File: src/rtl/nrd_pkg.sv
package nrd_pkg;

    localparam int SCY_W   = 4;
    localparam int SCY_MAX = (1 << SCY_W) - 1;
    localparam int QCNT_W  = $clog2(32 * (SCY_MAX + 2) + 1);

    typedef logic [QCNT_W-1:0] qcnt_t;

    typedef struct packed {
        logic             relaxed;
        logic             late_rise;
        logic             ext_hold;
        logic [SCY_W-1:0] scale;
    } rd_cfg_t;

    typedef struct packed {
        qcnt_t low_q;
        qcnt_t cycle_q;
        qcnt_t hold_q;
        qcnt_t wait_q;
        qcnt_t limit_q;
    } rd_tim_t;

    typedef enum logic [2:0] {
        ST_IDLE,
        ST_WAIT,
        ST_STROBE,
        ST_RECOVER,
        ST_HOLD
    } rd_state_e;

    function automatic rd_tim_t derive_timing(rd_cfg_t c);
        rd_tim_t t;
        int      s;
        int      cyc;
        s = int'(c.scale);
        unique case ({c.relaxed, c.late_rise})
            2'b00:   t.low_q = qcnt_t'(3 + 4 * s);
            2'b01:   t.low_q = qcnt_t'(4 + 4 * s);
            2'b10:   t.low_q = qcnt_t'(2 + 8 * s);
            default: t.low_q = qcnt_t'(4 + 8 * s);
        endcase
        cyc       = c.relaxed ? (12 + 8 * s) : (8 + 4 * s);
        t.cycle_q = qcnt_t'(cyc);
        t.hold_q  = c.ext_hold ? qcnt_t'(cyc) : '0;
        t.wait_q  = c.relaxed ? qcnt_t'(8 * s) : qcnt_t'(4 * s);
        t.limit_q = c.relaxed ? qcnt_t'(32 * (2 + s)) : qcnt_t'(16 * (2 + s));
        return t;
    endfunction

endpackage

File: src/rtl/nrd_tcalc.sv
module nrd_tcalc
    import nrd_pkg::*;
(
    input  logic    clk,
    input  logic    rst,
    input  logic    load,
    input  rd_cfg_t cfg_in,
    output rd_tim_t tim
);

    rd_tim_t tim_next;

    always_comb tim_next = derive_timing(cfg_in);

    always_ff @(posedge clk) begin
        if (rst) begin
            tim <= '0;
        end else if (load) begin
            tim <= tim_next;
        end
    end

endmodule

File: src/rtl/nrd_fsm.sv
module nrd_fsm
    import nrd_pkg::*;
(
    input  logic    clk,
    input  logic    rst,
    input  logic    q_tick,
    input  logic    req,
    input  logic    flash_rdy,
    input  rd_tim_t tim,
    output logic    load,
    output logic    ack,
    output logic    busy,
    output logic    sel_n,
    output logic    strobe_n,
    output logic    capture,
    output logic    timed_out
);

    rd_state_e st;
    qcnt_t     cnt;
    qcnt_t     cnt_inc;
    logic      end_low;
    logic      end_cyc;
    logic      ready_go;
    logic      expire;
    logic      end_hold;

    always_comb begin
        cnt_inc  = cnt + 1'b1;
        end_low  = (st == ST_STROBE)  && (cnt_inc == tim.low_q);
        end_cyc  = (st == ST_RECOVER) && (cnt_inc == tim.cycle_q);
        end_hold = (st == ST_HOLD)    && (cnt_inc == tim.hold_q);
        ready_go = (st == ST_WAIT) && (cnt >= tim.wait_q) && flash_rdy;
        expire   = (st == ST_WAIT) && !ready_go && (cnt_inc >= tim.limit_q);
        load     = q_tick && req && ((st == ST_IDLE) || end_cyc);
        capture  = q_tick && end_low;
        busy     = (st != ST_IDLE);
        sel_n    = !((st == ST_WAIT) || (st == ST_STROBE) || (st == ST_RECOVER));
        strobe_n = (st != ST_STROBE);
    end

    always_ff @(posedge clk) begin
        if (rst) begin
            st        <= ST_IDLE;
            cnt       <= '0;
            ack       <= 1'b0;
            timed_out <= 1'b0;
        end else begin
            ack <= load;
            if (load) begin
                timed_out <= 1'b0;
            end else if (q_tick && expire) begin
                timed_out <= 1'b1;
            end
            if (q_tick) begin
                unique case (st)
                    ST_IDLE: begin
                        if (req) begin
                            st  <= ST_WAIT;
                            cnt <= '0;
                        end
                    end
                    ST_WAIT: begin
                        if (ready_go) begin
                            st  <= ST_STROBE;
                            cnt <= '0;
                        end else if (expire) begin
                            st  <= ST_IDLE;
                            cnt <= '0;
                        end else begin
                            cnt <= cnt_inc;
                        end
                    end
                    ST_STROBE: begin
                        cnt <= cnt_inc;
                        if (end_low) begin
                            st <= ST_RECOVER;
                        end
                    end
                    ST_RECOVER: begin
                        if (end_cyc) begin
                            cnt <= '0;
                            if (req) begin
                                st <= ST_WAIT;
                            end else if (tim.hold_q != '0) begin
                                st <= ST_HOLD;
                            end else begin
                                st <= ST_IDLE;
                            end
                        end else begin
                            cnt <= cnt_inc;
                        end
                    end
                    ST_HOLD: begin
                        if (end_hold) begin
                            st  <= ST_IDLE;
                            cnt <= '0;
                        end else begin
                            cnt <= cnt_inc;
                        end
                    end
                    default: begin
                        st  <= ST_IDLE;
                        cnt <= '0;
                    end
                endcase
            end
        end
    end

endmodule

File: src/rtl/nrd_capture.sv
module nrd_capture #(
    parameter int DATA_W = 8
) (
    input  logic              clk,
    input  logic              rst,
    input  logic              capture,
    input  logic [DATA_W-1:0] din,
    output logic [DATA_W-1:0] dout,
    output logic              dvalid
);

    always_ff @(posedge clk) begin
        if (rst) begin
            dout   <= '0;
            dvalid <= 1'b0;
        end else begin
            dvalid <= capture;
            if (capture) begin
                dout <= din;
            end
        end
    end

endmodule

File: src/rtl/nand_rd_seq.sv
module nand_rd_seq
    import nrd_pkg::*;
#(
    parameter int DATA_W = 8
) (
    input  logic              clk,
    input  logic              rst,
    input  logic              q_tick,
    input  logic              rd_req,
    input  logic              cfg_relaxed,
    input  logic              cfg_late_rise,
    input  logic              cfg_ext_hold,
    input  logic [SCY_W-1:0]  cfg_scale,
    input  logic              flash_rdy,
    input  logic [DATA_W-1:0] flash_dq,
    output logic              rd_ack,
    output logic              rd_busy,
    output logic              cs_n,
    output logic              re_n,
    output logic [DATA_W-1:0] rd_data,
    output logic              rd_valid,
    output logic              rd_timeout
);

    rd_cfg_t cfg_now;
    rd_tim_t tim;
    logic    load;
    logic    capture;

    always_comb begin
        cfg_now.relaxed   = cfg_relaxed;
        cfg_now.late_rise = cfg_late_rise;
        cfg_now.ext_hold  = cfg_ext_hold;
        cfg_now.scale     = cfg_scale;
    end

    nrd_tcalc u_tcalc (
        .clk    (clk),
        .rst    (rst),
        .load   (load),
        .cfg_in (cfg_now),
        .tim    (tim)
    );

    nrd_fsm u_fsm (
        .clk       (clk),
        .rst       (rst),
        .q_tick    (q_tick),
        .req       (rd_req),
        .flash_rdy (flash_rdy),
        .tim       (tim),
        .load      (load),
        .ack       (rd_ack),
        .busy      (rd_busy),
        .sel_n     (cs_n),
        .strobe_n  (re_n),
        .capture   (capture),
        .timed_out (rd_timeout)
    );

    nrd_capture #(.DATA_W(DATA_W)) u_cap (
        .clk     (clk),
        .rst     (rst),
        .capture (capture),
        .din     (flash_dq),
        .dout    (rd_data),
        .dvalid  (rd_valid)
    );

    // the strobe may only be active inside a selected cycle
    a_r2_strobe_inside_select: assert property (@(posedge clk) disable iff (rst)
        !re_n |-> !cs_n);

    // a captured byte appears exactly where the strobe has just risen
    a_r5_capture_at_rise: assert property (@(posedge clk) disable iff (rst)
        rd_valid |-> $rose(re_n));

    // an acknowledged read keeps the sequencer busy
    a_r8_ack_makes_busy: assert property (@(posedge clk) disable iff (rst)
        rd_ack |-> rd_busy);

    // a timeout leaves the bus deselected and the sequencer idle
    a_r9_timeout_releases: assert property (@(posedge clk) disable iff (rst)
        $rose(rd_timeout) |-> (!rd_busy && cs_n));

    // nothing moves on a clock without a quarter tick
    a_r11_frozen_without_tick: assert property (@(posedge clk) disable iff (rst)
        !q_tick |=> ($stable(cs_n) && $stable(re_n) && !rd_valid));

endmodule

File: config.mk
export PLATFORM = sky130hd
export DESIGN_NAME = nand_rd_seq
export DESIGN_NICKNAME = d
export VERILOG_FILES = /design/src/rtl/nrd_pkg.sv /design/src/rtl/nrd_tcalc.sv /design/src/rtl/nrd_fsm.sv /design/src/rtl/nrd_capture.sv /design/src/rtl/nand_rd_seq.sv
export SDC_FILE = /design/constraint.sdc
export NUM_CORES = 1
export LEC_CHECK = 0
export BUFFER_PORTS_ARGS = -buffer_cell sky130_fd_sc_hd__buf_2
export CAP_MARGIN = 20
export CORE_UTILIZATION = 35
export CTS_BUF_LIST = sky130_fd_sc_hd__clkbuf_8
export DETAILED_ROUTE_END_ITERATION = 8
export GPL_ROUTABILITY_DRIVEN = 0
export GPL_TIMING_DRIVEN = 0
export PLACE_DENSITY_LB_ADDON = 0.3
export SYNTH_ARGS = -nofsm -noshare
export SYNTH_HDL_FRONTEND = slang
export SYNTH_SLANG_ARGS = --single-unit
File: constraint.sdc
create_clock -name clk -period 8.5 [get_ports clk]
set_clock_uncertainty 0.1 [all_clocks]
set_input_delay 1.7 -clock clk [delete_from_list [all_inputs] [get_ports clk]]
set_output_delay 1.7 -clock clk [all_outputs]
set_load 0.05 [all_outputs]
==> impl_metrics.toml, run 1 <==
[cells_and_area]
areaGrowthSynthToFinish_pct = 12.0
drive_above_1_share_pct = 16.3
n_antenna_cell = 0
nets = 501

[worst_setup_path]
path_cells = "nand4_1 > nor3_2 > xor2_1 > ha_1 > nand4_1 > nor3_1 > a211oi_1 > nand4_1 > nand3_1 > a211o_1 > mux2i_1"
path_class = "register to register"
crit_start = "u_fsm.cnt[3]$_SDFFE_PP0P_"
cpPeakStageDelay_ns = 0.55
worst-r2r-cell-count = 11
endpoint_kind = "register"
r2r-end = "u_fsm.st[0]$_SDFFE_PP0P_"
critical_path_arrival_ns = 3.91
path_buf_inv = 0
worst-path-stages = 11
crit_fanout = 9
critPathSlowestCell = "dfxtp_1"
path_common_cell = "nand4_1"
critPathRequiredTime_ns = 8.65
critPathLaunchType = "register"
r2r-start = "u_fsm.cnt[3]$_SDFFE_PP0P_"
r2r_slack_ns = 4.75
cpLargestDelayFamily = "simple AND/OR/NAND/NOR gates"

[place]
dp_hpwl_mm = 7.20
io_buffers = 30

[timing]
hold_violations = 0
finalSetupViolations = 0
fin_crit_ns = 3.75
report.final.slew_viol_count = 0
fin_crit_sh_pct = 44.1
fin_setup_tns_ns = 0
fmax_ghz = 0.267
slew_headroom_pct = 52.1
rsz0062_at_grt = "no"
worst_pin_slew_ns = 0.714

[worst_hold_path]
holdCritStartpoint = "u_tcalc.tim[16]$_SDFFE_PP0P_"
hp-class = "register to register"
hold_depth = 2
holdPathEnd = "u_tcalc.tim[16]$_SDFFE_PP0P_"

[floorplan]
start_util_pct = 36.5
fp.dieH_um = 104
die_w_um = 104
rows = 36
fp.dieArea_mm2 = 0.0107
coreArea_mm2 = 0.00991
io_pins = 34

[synthesis]
synthXorXnorAreaFrac_pct = 9.99
syn_avg_cell_area_um2 = 8.45
synth_fa_ha_area_share_pct = 5.53
yosysSeqAreaShare_pct = 29.3
synth_edf_count = 0
synthTopCellsByArea = "dfxtp_1 (29%), mux2i_1 (7.2%), ha_1 (5.5%), nand2b_1 (5.2%), mux2_2 (5.0%)"
ys_seq_elements = 53
syn-cell-area_mm2 = 0.00362
synth_fp_nets = 464
synth_ff_type = "dfxtp_1"
postSynthCellCount = 428
yosys.area_share.simple_pct = 25.3
synthArstFlopShare_pct = 0
synth_most_common_cell = "dfxtp_1"
yosysWarnings = 0
synth_top_family_by_area = "simple AND/OR/NAND/NOR gates"
synth_top_area_cell = "dfxtp_1"
ys_types = 60
synth_top_cell_area_share_pct = 29.3
synth-compound-area-share_pct = 12.0
synth_common_cells = "dfxtp_1 (53), nor2_1 (42), nand2_1 (31)"
muxShareOfSynthArea_pct = 12.2

[drt]
vias = 3089
drt_pass1_iterations = 6
routed_wl_mm = 9.31
wl_per_cell_um = 15.5
drc = 0
drt_iter0_drc = 164
drt-vias-per-instance = 5.16
ant_nets = 0

[pwr]
p_per_area_mw_per_mm2 = 140
p_leak_nw = 1.68
ir_worst_vdd_v = 0.0000728
power_w = 0.000569

[cts]
numCtsBuffers = 5
post_cts_buffers = 0
cts_tree = "yes"
cts_num_sinks = 53
ctsHoldBuffers = 0
cts_buffer_depth = 2
clkLatencyLatePin_ns = 0.32
ctsRootBufferMaster = "clkbuf_8"
clkTransAtPathRegs_ns = 0.11
post_cts_resize_count = 0
htreeDepth = 2

[global_routing]
grt_pass1_wl_mm = 15.1
grt_pass1_vias = 2904
antenna_found_initial = 0
grt_remaining_overflow = 0
grt_max_degree = 19
track_usage_pct = 17.6

[flow_run]
max_cap_violations = 0

[run_status]
outcome = "finished clean"
## power by group
part	internal (W)	switching [W]	leakage, nW
logic	0.0000460	0.0000743	1.19
registers	0.000258	0.00000774	0.430
clock network	0.0000905	0.0000926	0.0603
total	0.000395	0.000175	1.68
## per-layer routing
layer / part of all wire (%) / global-route usage [%] / vias up
met4: 0.59 / 2.45 / 0
met1: 48 / 24.6 / 1462
met3: 4.5 / 2.27 / 7
met2: 47 / 29.4 / 72
met5: 0 / 0 / -
li1: - / - / 1548
## final cells by class
class | count | area [um^2]
Clock buffer | 5 | 68.8
Inverter | 22 | 82.6
Tap cell | 133 | 166
Clock inverter | 3 | 50.0
Fill cell | 1030 | 5860
Buffer | 27 | 124
Sequential cell | 53 | 1060
Multi-Input combinational cell | 326 | 2350
Timing Repair Buffer | 30 | 150
## cell families after synthesis
family,after synthesis
and+or+nand+nor,169
muxes,42
AOI/OAI and AO/OA,65
buffers and inverters,49
adders and majority gates,16
DFF,53
xor gates and xnor gates,34
## worst register-to-register path, cell delays in order, from the launching register on
cell and delay, ns:
dfxtp_1 0.55, nand4_1 0.30, nor3_2 0.53, xor2_1 0.26, ha_1 0.29, nand4_1 0.14
nor3_1 0.08, a211oi_1 0.47, nand4_1 0.16, nand3_1 0.36, a211o_1 0.26, mux2i_1 0.20
## worst max path at each step
stage / endpoint / slack (ns)
after global routing: u_fsm.st[0]$_SDFFE_PP0P_ / 4.47
final: u_fsm.st[0]$_SDFFE_PP0P_ / 4.75
after global placement: u_fsm.st[2]$_SDFFE_PP0P_ / 4.85
after detailed placement: u_fsm.st[0]$_SDFFE_PP0P_ / 4.86
after CTS: u_fsm.st[0]$_SDFFE_PP0P_ / 4.82
after floorplan: u_tcalc.tim[43]$_SDFFE_PP0P_ / 5.59
## registers in the layout, summed over array words and instances, names as in the netlist
name,flops
u_fsm.cnt,10
u_tcalc.tim,29
u_cap.dout,8
u_fsm.ack,1
u_fsm.st,3
u_fsm.timed_out,1
u_cap.dvalid,1
## placed cells by master, fill, tap and decap left out, drive strengths merged, types with 6 or more instances in the layout
master  count
inv        23
buf        40
nand2      31
nor3       12
a31oi       6
mux2       16
nor2b      13
nor2       44
clkbuf     22
o21ai       8
nand2b     30
dfxtp      53
xnor2      20
nand3       6
mux2i      26
o22ai       6
a21oi      19
ha         16
xor2       10
## per-stage QoR
stage	cells	util, %	worst slack [ns]	hold slack (ns)	instance area, um^2
finish	599	40.9	4.75	0.381	4050
detailed placement	591	39.7	4.86	0.366	3940
CTS	599	40.9	4.82	0.383	4050
global route	599	40.9	4.47	0.424	4050
global placement	591	39.7	4.85	0.366	3940
floorplan	428	-	5.59	0.352	3620
Power figures use the tool's default switching activity.
==> run 2: changes to the inputs <==
- ABC_AREA: not set -> 1
- clock period: 8.5 -> 3.7 ns (I/O delays scaled with it)
==> impl_metrics.toml, run 2 <==
[run_status]
outcome = "finished clean"

[synthesis]
ys_seq_elements = 53
synthTopCellsByArea = "dfxtp_1 (31%), nand2_1 (17%), nand3_1 (7.9%), nor2_1 (7.5%), inv_1 (6.9%)"
syn-cell-area_mm2 = 0.00344
synth_top_area_cell = "dfxtp_1"
synth_fp_nets = 567
synth_top_cell_area_share_pct = 30.9
syn_avg_cell_area_um2 = 6.48
yosysSeqAreaShare_pct = 30.9
postSynthCellCount = 531
synth_most_common_cell = "nand2_1"
synth_common_cells = "nand2_1 (158), nor2_1 (69), inv_1 (63)"
synthArstFlopShare_pct = 0
yosysWarnings = 0
ys_types = 43
synth_edf_count = 0
synth_ff_type = "dfxtp_1"

[timing]
slew_headroom_pct = 66.0
fin_crit_sh_pct = 85.2
rsz0062_at_grt = "no"
report.final.slew_viol_count = 0
finalSetupViolations = 0
fmax_ghz = 0.317
worst_pin_slew_ns = 0.510
fin_crit_ns = 3.15
hold_slack_ns = 0.361
hold_violations = 0
fin_setup_tns_ns = 0

[floorplan]
io_pins = 34
die_w_um = 101
rows = 35
fp.dieArea_mm2 = 0.0102
fp.dieH_um = 101
coreArea_mm2 = 0.00937
start_util_pct = 36.7

[drt]
ant_nets = 0
drt-vias-per-instance = 4.90
routed_wl_mm = 9.01
wl_per_cell_um = 12.9
met2WireLength_mm = 4.27
top_layer = "met4"
dr_wl_met3_um = 515
drt_pass1_iterations = 7
drt_iter0_drc = 301
drc = 0
wl_met1_mm = 3.97
vias = 3438

[cells_and_area]
design_area_mm2 = 0.00386
reg_top3 = "u_tcalc.tim (29), u_fsm.cnt (10), u_cap.dout (8)"
n_antenna_cell = 0
final_common_cell = "nand2_1"
top_register = "u_tcalc.tim"
areaGrowthSynthToFinish_pct = 12.3
largest_reg_flops = 29
final_cells = 701
drive_above_1_share_pct = 15.2
nets = 607
layout_common_cells = "nand2_1 (158), nor2_1 (69), inv_1 (63), nand3_1 (54), dfxtp_1 (53)"

[pwr]
p_per_area_mw_per_mm2 = 417
power_w = 0.00161
p_leak_nw = 1.86
ir_worst_vdd_v = 0.000209

[cts]
htreeDepth = 2
post_cts_resize_count = 0
cts_num_sinks = 53
clkTransAtPathRegs_ns = 0.09
post_cts_buffers = 0
ctsRootBufferMaster = "clkbuf_8"
cts_buffer_depth = 2
numCtsBuffers = 5
cts_tree = "yes"
ctsHoldBuffers = 0
clkLatencyLatePin_ns = 0.31

[flow_run]
max_cap_violations = 0

[worst_setup_path]
r2r-end = "u_fsm.cnt[3]$_SDFFE_PP0P_"
critical_path_arrival_ns = 3.23
crit_fanout = 8
endpoint = "u_fsm.cnt[3]$_SDFFE_PP0P_"
crit_start = "u_fsm.cnt[0]$_SDFFE_PP0P_"
critPathRequiredTime_ns = 3.78
r2r_slack_ns = 0.55
path_class = "register to register"
endpoint_kind = "register"
worst-r2r-cell-count = 16
r2r-start = "u_fsm.cnt[0]$_SDFFE_PP0P_"
critPathLaunchType = "register"

[place]
dpl.cell_count = 693
io_buffers = 33
placed_cell_area_mm2 = 0.00376
dp_hpwl_mm = 7.20

[global_routing]
antenna_found_initial = 0
grt_max_degree = 17
grt_pass1_vias = 3333
grt_remaining_overflow = 0
grt_pass1_wl_mm = 15.6
track_usage_pct = 19.4

[worst_hold_path]
hp-class = "register to register"
## run 2: worst max-delay path: stages (launching register included)
cell and delay, ns:
dfxtp_1 0.51, ha_1 0.33, nand2_1 0.15, nor2_1 0.18, nand3_1 0.09, nand2_1 0.12, inv_1 0.08, ha_1 0.27
nand2_1 0.07, nor2_1 0.13, nand3_1 0.09, nor2_1 0.15, nor2_1 0.06, nand3_1 0.19, nand4_2 0.28, nand2_1 0.14
a21oi_1 0.07
## run 2: worst min-delay path by stage
stage                            startpoint                            to  slack [ns]  depth (start not counted)
5_1_grt        u_fsm.timed_out$_SDFFE_PP0P_  u_fsm.timed_out$_SDFFE_PP0P_        0.39                          2
3_5_place_dp   u_fsm.timed_out$_SDFFE_PP0P_  u_fsm.timed_out$_SDFFE_PP0P_        0.34                          2
2_1_floorplan   u_tcalc.tim[9]$_SDFFE_PP0P_   u_tcalc.tim[9]$_SDFFE_PP0P_        0.35                          2
3_3_place_gp   u_fsm.timed_out$_SDFFE_PP0P_  u_fsm.timed_out$_SDFFE_PP0P_        0.34                          2
4_1_cts        u_fsm.timed_out$_SDFFE_PP0P_  u_fsm.timed_out$_SDFFE_PP0P_        0.36                          2
6_report       u_fsm.timed_out$_SDFFE_PP0P_  u_fsm.timed_out$_SDFFE_PP0P_        0.36                          2
## run 2: kinds of logic after synthesis
kind of cell	Yosys count	share of synthesized area, %
compound gates	65	12.1
buf+inv	79	9.53
simple gates	315	40.9
flops	53	30.9
fa+ha+maj	16	5.82
xor+xnor	3	0.764
## run 2: layer usage
layer  global-route usage [%]  vias up
li1                         -     1766
met5                        0        -
met2                     33.8      126
met1                     24.0     1522
met3                     3.33       24
met4                     7.02        0
## run 2: area by class of cell
cell class | instances | area [um^2]
multi-input cells | 399 | 2050
well taps | 129 | 161
clock buffers | 6 | 82.6
clock inverters | 2 | 13.8
plain buffers | 10 | 68.8
inverters | 69 | 259
flip-flops and latches | 53 | 1060
fillers | 1007 | 5510
repair buffers | 33 | 165
## run 2: power by group
group          internal, W  switching, W  total [W]
clock network     0.000152      0.000194   0.000346
logic             0.000177      0.000429   0.000606
registers         0.000621     0.0000381   0.000659
## run 2: metrics by stage
step	util (%)	setup WS (ns)
6_report	41.2	0.549
5_1_grt	41.2	0.217
4_1_cts	41.2	0.560
3_5_place_dp	40.2	0.609
3_3_place_gp	40.2	0.630
2_1_floorplan	-	1.16
